[src/rtl/frr_pkg.sv]
package frr_pkg;
  // Number of rule slots per sample: two inputs, two fired sets each.
  localparam int SLOTS = 4;
  localparam int SLOT_W = $clog2(SLOTS);
  typedef logic [SLOT_W-1:0] slot_t;
endpackage

[src/rtl/frr_slot_plan.sv]
// Orders the fired sets of each input and forms the four candidate slots.
module frr_slot_plan
  import frr_pkg::*;
#(
  parameter int IDX_W = 4,
  parameter int DEG_W = 8,
  localparam int REL_W = 2 * IDX_W
) (
  input  logic [IDX_W-1:0]             a_even_idx,
  input  logic [IDX_W-1:0]             a_odd_idx,
  input  logic [IDX_W-1:0]             b_even_idx,
  input  logic [IDX_W-1:0]             b_odd_idx,
  input  logic [DEG_W-1:0]             a_even_deg,
  input  logic [DEG_W-1:0]             a_odd_deg,
  input  logic [DEG_W-1:0]             b_even_deg,
  input  logic [DEG_W-1:0]             b_odd_deg,
  output logic [SLOTS-1:0][REL_W-1:0]  slot_rel,
  output logic [SLOTS-1:0][DEG_W-1:0]  slot_deg1,
  output logic [SLOTS-1:0][DEG_W-1:0]  slot_deg2,
  output logic [SLOTS-1:0]             slot_hit,
  output logic [SLOTS-1:0]             slot_last
);
  localparam logic [IDX_W-1:0] NONE = '1;

  logic [IDX_W-1:0] a_lo, a_hi, b_lo, b_hi;
  logic [DEG_W-1:0] a_lo_d, a_hi_d, b_lo_d, b_hi_d;
  logic             a_lo_ok, a_hi_ok, b_lo_ok, b_hi_ok;

  // The undefined code is the largest value, so it always sorts to the high side.
  always_comb begin
    if (a_even_idx <= a_odd_idx) begin
      a_lo = a_even_idx; a_lo_d = a_even_deg; a_hi = a_odd_idx;  a_hi_d = a_odd_deg;
    end else begin
      a_lo = a_odd_idx;  a_lo_d = a_odd_deg;  a_hi = a_even_idx; a_hi_d = a_even_deg;
    end
    if (b_even_idx <= b_odd_idx) begin
      b_lo = b_even_idx; b_lo_d = b_even_deg; b_hi = b_odd_idx;  b_hi_d = b_odd_deg;
    end else begin
      b_lo = b_odd_idx;  b_lo_d = b_odd_deg;  b_hi = b_even_idx; b_hi_d = b_even_deg;
    end
    a_lo_ok = (a_lo != NONE);
    a_hi_ok = (a_hi != NONE) && (a_hi != a_lo);
    b_lo_ok = (b_lo != NONE);
    b_hi_ok = (b_hi != NONE) && (b_hi != b_lo);
  end

  // Slot bit 1 picks the input-1 side, bit 0 the input-2 side.
  for (genvar s = 0; s < SLOTS; s++) begin : g_slot
    localparam bit SEL_A = s[1];
    localparam bit SEL_B = s[0];
    always_comb begin
      slot_rel[s]  = {SEL_A ? a_hi : a_lo, SEL_B ? b_hi : b_lo};
      slot_deg1[s] = SEL_A ? a_hi_d : a_lo_d;
      slot_deg2[s] = SEL_B ? b_hi_d : b_lo_d;
      slot_hit[s]  = (SEL_A ? a_hi_ok : a_lo_ok) && (SEL_B ? b_hi_ok : b_lo_ok);
    end
    assign slot_last[s] = slot_hit[s] && ~|(slot_hit >> (s + 1));
  end
endmodule

[src/rtl/frr_rule_mem.sv]
// Rule-base store: host write port, combinational read, cleared by reset.
module frr_rule_mem #(
  parameter int AW = 8,
  parameter int DW = 8,
  localparam int DEPTH = 1 << AW
) (
  input  logic          clk,
  input  logic          rst_n,
  input  logic          we,
  input  logic [AW-1:0] waddr,
  input  logic [DW-1:0] wdata,
  input  logic [AW-1:0] raddr,
  output logic [DW-1:0] rdata
);
  logic [DW-1:0] store [DEPTH];

  always_ff @(posedge clk or negedge rst_n) begin
    if (!rst_n) begin
      for (int i = 0; i < DEPTH; i++) store[i] <= '0;
    end else if (we) begin
      store[waddr] <= wdata;
    end
  end

  assign rdata = store[raddr];
endmodule

[src/rtl/frr_seq.sv]
// Walks the slots of the held sample, one per cycle unless the output stalls.
module frr_seq
  import frr_pkg::*;
(
  input  logic  clk,
  input  logic  rst_n,
  input  logic  in_valid,
  input  logic  cur_hit,
  input  logic  out_valid,
  input  logic  out_ready,
  output logic  in_ready,
  output logic  accept,
  output logic  load,
  output slot_t cur_slot
);
  logic busy, adv, finish;

  assign adv      = busy && (!cur_hit || !out_valid || out_ready);
  assign finish   = adv && (cur_slot == slot_t'(SLOTS - 1));
  assign in_ready = !busy || finish;
  assign accept   = in_valid && in_ready;
  assign load     = adv && cur_hit;

  always_ff @(posedge clk or negedge rst_n) begin
    if (!rst_n) begin
      busy     <= 1'b0;
      cur_slot <= '0;
    end else if (accept) begin
      busy     <= 1'b1;
      cur_slot <= '0;
    end else if (finish) begin
      busy     <= 1'b0;
    end else if (adv) begin
      cur_slot <= cur_slot + slot_t'(1);
    end
  end
endmodule

[src/rtl/fired_rule_fetch.sv]
module fired_rule_fetch
  import frr_pkg::*;
#(
  parameter int IDX_W = 4,
  parameter int DEG_W = 8,
  parameter int CQ_W = 8,
  parameter int ADDR_W = 16,
  parameter logic [ADDR_W-1:0] RB_ORIGIN = 16'h1800,
  localparam int REL_W = 2 * IDX_W
) (
  input  logic              clk,
  input  logic              rst_n,
  input  logic              in_valid,
  output logic              in_ready,
  input  logic [IDX_W-1:0]  in_x1_even_idx,
  input  logic [IDX_W-1:0]  in_x1_odd_idx,
  input  logic [IDX_W-1:0]  in_x2_even_idx,
  input  logic [IDX_W-1:0]  in_x2_odd_idx,
  input  logic [DEG_W-1:0]  in_x1_even_deg,
  input  logic [DEG_W-1:0]  in_x1_odd_deg,
  input  logic [DEG_W-1:0]  in_x2_even_deg,
  input  logic [DEG_W-1:0]  in_x2_odd_deg,
  output logic              out_valid,
  input  logic              out_ready,
  output logic [ADDR_W-1:0] out_rule_addr,
  output logic [CQ_W-1:0]   out_conseq,
  output logic [DEG_W-1:0]  out_deg1,
  output logic [DEG_W-1:0]  out_deg2,
  output logic              out_last,
  input  logic              wr_en,
  input  logic [REL_W-1:0]  wr_addr,
  input  logic [CQ_W-1:0]   wr_data
);
  // Held sample
  logic [IDX_W-1:0] s_ae, s_ao, s_be, s_bo;
  logic [DEG_W-1:0] s_aed, s_aod, s_bed, s_bod;

  logic [SLOTS-1:0][REL_W-1:0] rel;
  logic [SLOTS-1:0][DEG_W-1:0] d1, d2;
  logic [SLOTS-1:0]            hit, last;
  logic                        accept, load;
  slot_t                       slot;
  logic [CQ_W-1:0]             rd;

  always_ff @(posedge clk or negedge rst_n) begin
    if (!rst_n) begin
      s_ae <= '1; s_ao <= '1; s_be <= '1; s_bo <= '1;
      s_aed <= '0; s_aod <= '0; s_bed <= '0; s_bod <= '0;
    end else if (accept) begin
      s_ae  <= in_x1_even_idx; s_ao  <= in_x1_odd_idx;
      s_be  <= in_x2_even_idx; s_bo  <= in_x2_odd_idx;
      s_aed <= in_x1_even_deg; s_aod <= in_x1_odd_deg;
      s_bed <= in_x2_even_deg; s_bod <= in_x2_odd_deg;
    end
  end

  frr_slot_plan #(.IDX_W(IDX_W), .DEG_W(DEG_W)) u_plan (
    .a_even_idx(s_ae), .a_odd_idx(s_ao), .b_even_idx(s_be), .b_odd_idx(s_bo),
    .a_even_deg(s_aed), .a_odd_deg(s_aod), .b_even_deg(s_bed), .b_odd_deg(s_bod),
    .slot_rel(rel), .slot_deg1(d1), .slot_deg2(d2),
    .slot_hit(hit), .slot_last(last)
  );

  frr_seq u_seq (
    .clk(clk), .rst_n(rst_n), .in_valid(in_valid), .cur_hit(hit[slot]),
    .out_valid(out_valid), .out_ready(out_ready), .in_ready(in_ready),
    .accept(accept), .load(load), .cur_slot(slot)
  );

  frr_rule_mem #(.AW(REL_W), .DW(CQ_W)) u_mem (
    .clk(clk), .rst_n(rst_n), .we(wr_en), .waddr(wr_addr), .wdata(wr_data),
    .raddr(rel[slot]), .rdata(rd)
  );

  // Output beat register
  always_ff @(posedge clk or negedge rst_n) begin
    if (!rst_n) begin
      out_valid     <= 1'b0;
      out_rule_addr <= '0;
      out_conseq    <= '0;
      out_deg1      <= '0;
      out_deg2      <= '0;
      out_last      <= 1'b0;
    end else if (load) begin
      out_valid     <= 1'b1;
      out_rule_addr <= RB_ORIGIN + ADDR_W'(rel[slot]);
      out_conseq    <= rd;
      out_deg1      <= d1[slot];
      out_deg2      <= d2[slot];
      out_last      <= last[slot];
    end else if (out_ready) begin
      out_valid     <= 1'b0;
    end
  end
endmodule

[config.mk]
export PLATFORM = sky130hd
export DESIGN_NAME = fired_rule_fetch
export DESIGN_NICKNAME = d
export VERILOG_FILES = /design/src/rtl/frr_pkg.sv /design/src/rtl/frr_slot_plan.sv /design/src/rtl/frr_rule_mem.sv /design/src/rtl/frr_seq.sv /design/src/rtl/fired_rule_fetch.sv
export SDC_FILE = /design/constraint.sdc
export NUM_CORES = 2
export LEC_CHECK = 0
export CAP_MARGIN = 40
export CORE_AREA = 2 2 383 480
export CTS_CLUSTER_SIZE = 25
export DETAILED_ROUTE_END_ITERATION = 8
export DIE_AREA = 0 0 385 482
export PLACE_DENSITY_LB_ADDON = 0.08
export SKIP_CTS_REPAIR_TIMING = 1
export SLEW_MARGIN = 20
export SYNTH_ARGS = -nofsm -noshare
export SYNTH_HDL_FRONTEND = slang
export SYNTH_HIERARCHICAL = 1
export SYNTH_SLANG_ARGS = --single-unit
export TNS_END_PERCENT = 1
[constraint.sdc]
create_clock -name clk -period 6.95 [get_ports clk]
set_clock_uncertainty 0.05 [all_clocks]
set_input_delay 1.0425 -clock clk [delete_from_list [all_inputs] [get_ports clk]]
set_output_delay 1.0425 -clock clk [all_outputs]
set_load 0.03 [all_outputs]
== Yosys cells after proc, flatten, opt, wreduce, memory -nomap -nowiden ==
Index checks and enable logic that the tools add are counted.
Word-level totals
  output and inout bits: 43
  flip-flop bits (word level): 2141
  logic and storage cells: 350
Cells by class
  reduce and logical (&&, ||, !) cells: 29
  muxes and demuxes: 31
  magnitude comparators: 6
  bitwise gates (word level): 2
  add/sub/neg operators: 2
  equality and inequality tests: 8
Operator list (number)
  $bwmux 2048: 1
  $mux 8: 10
  $bmux 8 s8: 1
  $demux 8 s8: 1
  $bmux 8 s2: 3
  $ge 9x9->1 const B: 2
  $not 8->9: 2
  $mux 4: 4
  $ne 4x4->1 const B: 4
  $add 13x8->14 const A: 1
  $logic_and 1x1->1: 14
  $lt 9x1->1 const B: 1
  $le 4x4->1: 2
  $ne 4x4->1: 2
  $logic_not 1->1: 6
  $mux 1: 6
  $mux 2: 3
  $reduce_bool 2->1: 3
  $bmux 1 s2: 2
  $logic_or 1x1->1: 3
  $lt 2x3->1 const B: 1
  $reduce_or 3->1: 1
  $add 2x1->2 const B: 1
  $eq 2x2->1 const B: 1
  3 further kinds: 3

== Logic depth before layout (Yosys ltp) ==
  depth in word-level cells: 16
  gate-level depth with buffers: 25

== Cells and area by module ==
The synthesis kept the hierarchy.
By module, submodules not included
  frr_rule_mem: sequential area each 51249.2 µm², cells an instance 6065, area each 93385.8 µm², times used 1
  fired_rule_fetch: sequential area each 2097.0 µm², cells an instance 283, area each 4038.9 µm², times used 1
  frr_slot_plan: sequential area each 0.0 µm², cells an instance 164, area each 1351.3 µm², times used 1
  frr_seq: sequential area each 75.1 µm², cells an instance 20, area each 190.2 µm², times used 1

== Least setup slack after synthesis ==
No wires, ideal clock.
  path kind: register to register
  start point: reg s_bo[1]
  end point: reg out_conseq[4]
  stages on the path, launching flop included: 24
  slack: 2574 ps
  data arrival time: 4199 ps
  clock period less this slack: 4376 ps
  path through: dfstp_2 -> inv_1 -> ha_1 -> nor2b_4 -> o211ai_2 -> a21oi_2 -> buf_6 -> mux2_2 -> buf_4 -> mux2i_1 -> mux2i_1 -> buf_6 -> buf_12 -> buf_12 -> buf_12 -> buf_12 -> buf_12 -> mux2i_1 -> o22ai_1 -> nor4_1 -> a21oi_1 -> nor4_1 -> nor3_1 -> mux2_1
RTL lines
  start, declared: line fired_rule_fetch.sv:35  | logic [IDX_W-1:0] s_ae, s_ao, s_be, s_bo;
  start signal, assigned: line fired_rule_fetch.sv:51  | s_be <= in_x2_even_idx; s_bo <= in_x2_odd_idx;
  end signal, assigned: line fired_rule_fetch.sv:87  | out_conseq <= rd;
  end, declared: line fired_rule_fetch.sv:26  | output logic [CQ_W-1:0] out_conseq,

==> summary.md <==
| Metric | Value |
|---|---|
| Simple-Gate Fraction of Synth Area | `2.78%` |
| # DRC | `0` |
| Max Root-Sink Buffers | `3` |
| Post-synthesis adder-cell area fraction | `less than 1%` |
| Initial antenna violation count | `9` |
| Hold WS | `roughly 0.085 ns` |
| Row cnt | `175` |
| Number of global-route vias before repair | `60700` |
| Later-pin clock latency in the skew report | `roughly 0.86 ns` |
| Via count | `a little under 60000` |
| CORE AREA | `around 180000 µm²` |
| Clock Pin Slew Worst Setup and Hold Paths | `0.06 ns` |
| Gate power share | `49.8%` |
| Hold WC Path Type | `input pin to asynchronous set/reset pin` |
| Port Buffer Count | `around 110` |
| Synth Area in Compound Gates | `under 10%` |
| Vias/cell | `~6.4` |
| Total grt overflow | `0` |
| Placer congestion estimate | `between 0.8 and 0.9` |
| Largest net degree at the start of global routing | `185` |
| CTS tree | `built` |
| Root Buffer | `clkbuf_16` |
| Fill count | `13800` |
| Power Dens Cells | `470 nW/µm²` |
| Max Slew Vio Count | `0` |
| Sw frac | `around two fifths` |
| Flop pwr share | `around a quarter` |
| RSZ-0062 raised after global routing | `no` |
| Syn_area_per_cell | `approximately 15 µm²` |
| Psw | `between 20 and 25 mW` |
| Worst-path maximum fanout | `38` |
| Nets | `between 6000 and 7000` |
| Max cap viols | `0` |
| DRT iter0 DRCs | `4344` |
| Sink Count | `between 2000 and 2500` |
| FFs w/ async S/R, synth | `100%` |
| Total CTS buffers | `210` |
| Critical Path Sink Type | `register` |
| Worst rel slew slack | `a little over a quarter` |
| Leak | `slightly above 50 nW` |
| Crit start category | `register` |
| Max VDD drop | `0.556 mV` |
| Commonest non-fill, non-tap cells in the layout | `dfrtp_1 (2117), mux2_2 (2114), mux4_2 (444)` |
| #FFs+latches synth | `about 2100` |
| Global-route wire length before repair | `between 400 and 500 mm` |
| Tcrit/Tclk final | `86.7%` |
| Fmax | `around 170 MHz` |
| Area growth syn-to-layout | `11.3%` |
| GRT Overall Usage | `~29%` |
| Fraction of layout cells with a size suffix above 1 | `about 50%` |
| Most used DFF post-synth | `dfrtp_1` |
| Placed wire-length estimate | `about 180 mm` |
| Die Span Y | `slightly below 500 µm` |
| Initial Utilization | `between 50% and 60%` |
| Fin. Hold Viols | `0` |
| Routed Antenna Nets | `0` |
| Die area | `~190000 µm²` |
| Main combinational cell family by area after synthesis | `multiplexers` |
| Post-Syn Instances | `6532` |
| Clk pwr share | `23.4%` |
| Yosys Warn Count | `6` |
| Mapped Area | `99000 µm²` |
| Most common cell after layout, fill and taps aside | `dfrtp_1` |
| Worst EP arrival | `between 6 and 7 ns` |
| Seq/Total Area, Yosys | `between 50% and 60%` |
| H-tree Lvls | `4` |
| Status | `finished clean` |
| XOR/XNOR Fraction of Synth Area | `0%` |
| Horiz. Die Dim | `approximately 390 µm` |
| Slew at the pin closest to its max-slew limit | `approximately 1.1 ns` |
| Worst setup path class | `register to register` |
| Io pins | `approximately 110` |
| Crit path time final | `between 6 and 7 ns` |
| Multiplexer share of the synthesized area | `between 30% and 40%` |
| Yosys cell types | `71` |
| Final setup fails | `0` |
| EDFF count, synth | `0` |
| Total wire length | `~270 mm` |
| Setup TNS | `0 ns` |
| Worst Path Required | `between 7 and 8 ns` |
| Pre-antenna DRT Iters | `5` |
| Routed WL per cell | `about 29 µm` |
| P_int | `a little over 30 mW` |
-- layer usage --
layer  global-route usage [%]  vias up  part of all wire (%)
met5                        0        -                 0.026
met4                     8.74       10                   3.0
met3                     4.91      402                   5.3
met2                     46.6     1570                    48
met1                     41.5    31600                    44
li1                         -    24300                     -
-- through the flow --
step / instances / utilization, % / setup WS, ns / cell area, µm² / total power, mW
after detailed placement: 8694 / 56.5 / 1.01 / 102000 / 39.6
after global placement: 8653 / 56.2 / 0.921 / 102000 / 39.2
final: 9117 / 60.8 / 0.927 / 110000 / 51.7
after CTS: 9084 / 60.6 / 0.953 / 110000 / 51.9
after global routing: 9117 / 60.8 / 0.693 / 110000 / 53.8
after floorplan: 6537 / - / 2.57 / 99000 / 31.9
-- area by class of cell --
cell class              count  area (µm²)  share of cell area, %
repair buffers            340        3620                   3.29
diodes                      1        2.50                0.00227
well taps                2389        2990                   2.71
multi-input cells        3847       42600                   38.7
flip-flops and latches   2134       53400                   48.5
clock buffers             300        6160                   5.59
inverters                  16        60.1                 0.0545
clock inverters            90        1230                   1.12
-- registers in the layout (all words and copies together), names as in the netlist --
name	flops
u_mem/store	2048
out_rule_addr	9
out_conseq	8
out_deg1	8
out_deg2	8
s_aed	8
s_aod	8
s_bed	8
s_bod	8
s_ae	4
s_ao	4
s_be	4
s_bo	4
u_seq/cur_slot	2
out_last	1
out_valid	1
u_seq/busy	1
-- power by group through the flow --
stage	Combinational (mW)	Sequential [mW]	Clock, mW
floorplan	17.9	14.0	0
global placement	25.2	14.0	0
detailed placement	25.6	14.0	0
CTS	25.7	13.8	12.4
global route	27.0	13.9	12.9
finish	25.8	13.8	12.1
-- path summary, 6_finish.rpt --
kind | start | end | slack, ns | depth (start not counted)
max in group asynchronous | rst_n | u_mem/store[2016] | 4.85 | 3
worst max-delay path | s_bo[1] | out_conseq[0] | 0.93 | 16
worst min register to register | out_last | out_last | 0.45 | 2
min in group clk | out_last | out_last | 0.45 | 2
worst max register to register | s_bo[1] | out_conseq[0] | 0.93 | 16
worst min-delay path | rst_n | s_aed[0] | 0.08 | 1
-- worst max-delay path, stage by stage (launching register included) --
cell and delay, ns:
dfstp_2 0.57, inv_1 0.06, ha_1 0.29, nor2b_4 0.15, o211ai_2 0.12, a21oi_2 0.32
mux2_2 0.22, mux2i_1 0.11, mux2i_4 0.64, buf_12 0.31, buf_4 0.54, mux4_2 0.42
a221oi_1 0.76, o22ai_1 0.19, nor3_1 0.61, nor4_1 0.09, mux2_1 0.31
-- kinds of logic (layout without fill, tap and decap cells) --
logic type | count (synthesis) | count (layout)
multiplexers | 2801 | 2801
other | 1 | 7
AND/OR/NAND/NOR | 573 | 573
flip-flops | 2134 | 2134
AO/OA/AOI/OAI | 458 | 458
adder cells (fa/ha/maj) | 9 | 9
buffers and inverters | 556 | 746
-- Yosys cell counts (28+ instances only) --
| master | count | share of area, % |
|---|---|---|
| mux2i_1 | 211 | 2.1 |
| buf_2 | 63 | 0.32 |
| clkbuf_1 | 320 | 1.2 |
| mux4_2 | 444 | 10 |
| o22ai_1 | 29 | 0.18 |
| mux2_1 | 28 | 0.32 |
| mux2_2 | 2114 | 24 |
| o221ai_1 | 47 | 0.42 |
| nor2_1 | 162 | 0.61 |
| nor2_2 | 60 | 0.38 |
| nand2b_1 | 41 | 0.26 |
| a21oi_1 | 114 | 0.58 |
| buf_4 | 77 | 0.58 |
| dfrtp_1 | 2118 | 54 |
| nand2_1 | 161 | 0.61 |
| buf_6 | 47 | 0.53 |
| a22oi_1 | 162 | 1.2 |
| o21ai_0 | 30 | 0.15 |
Power figures use the tool's default switching activity.
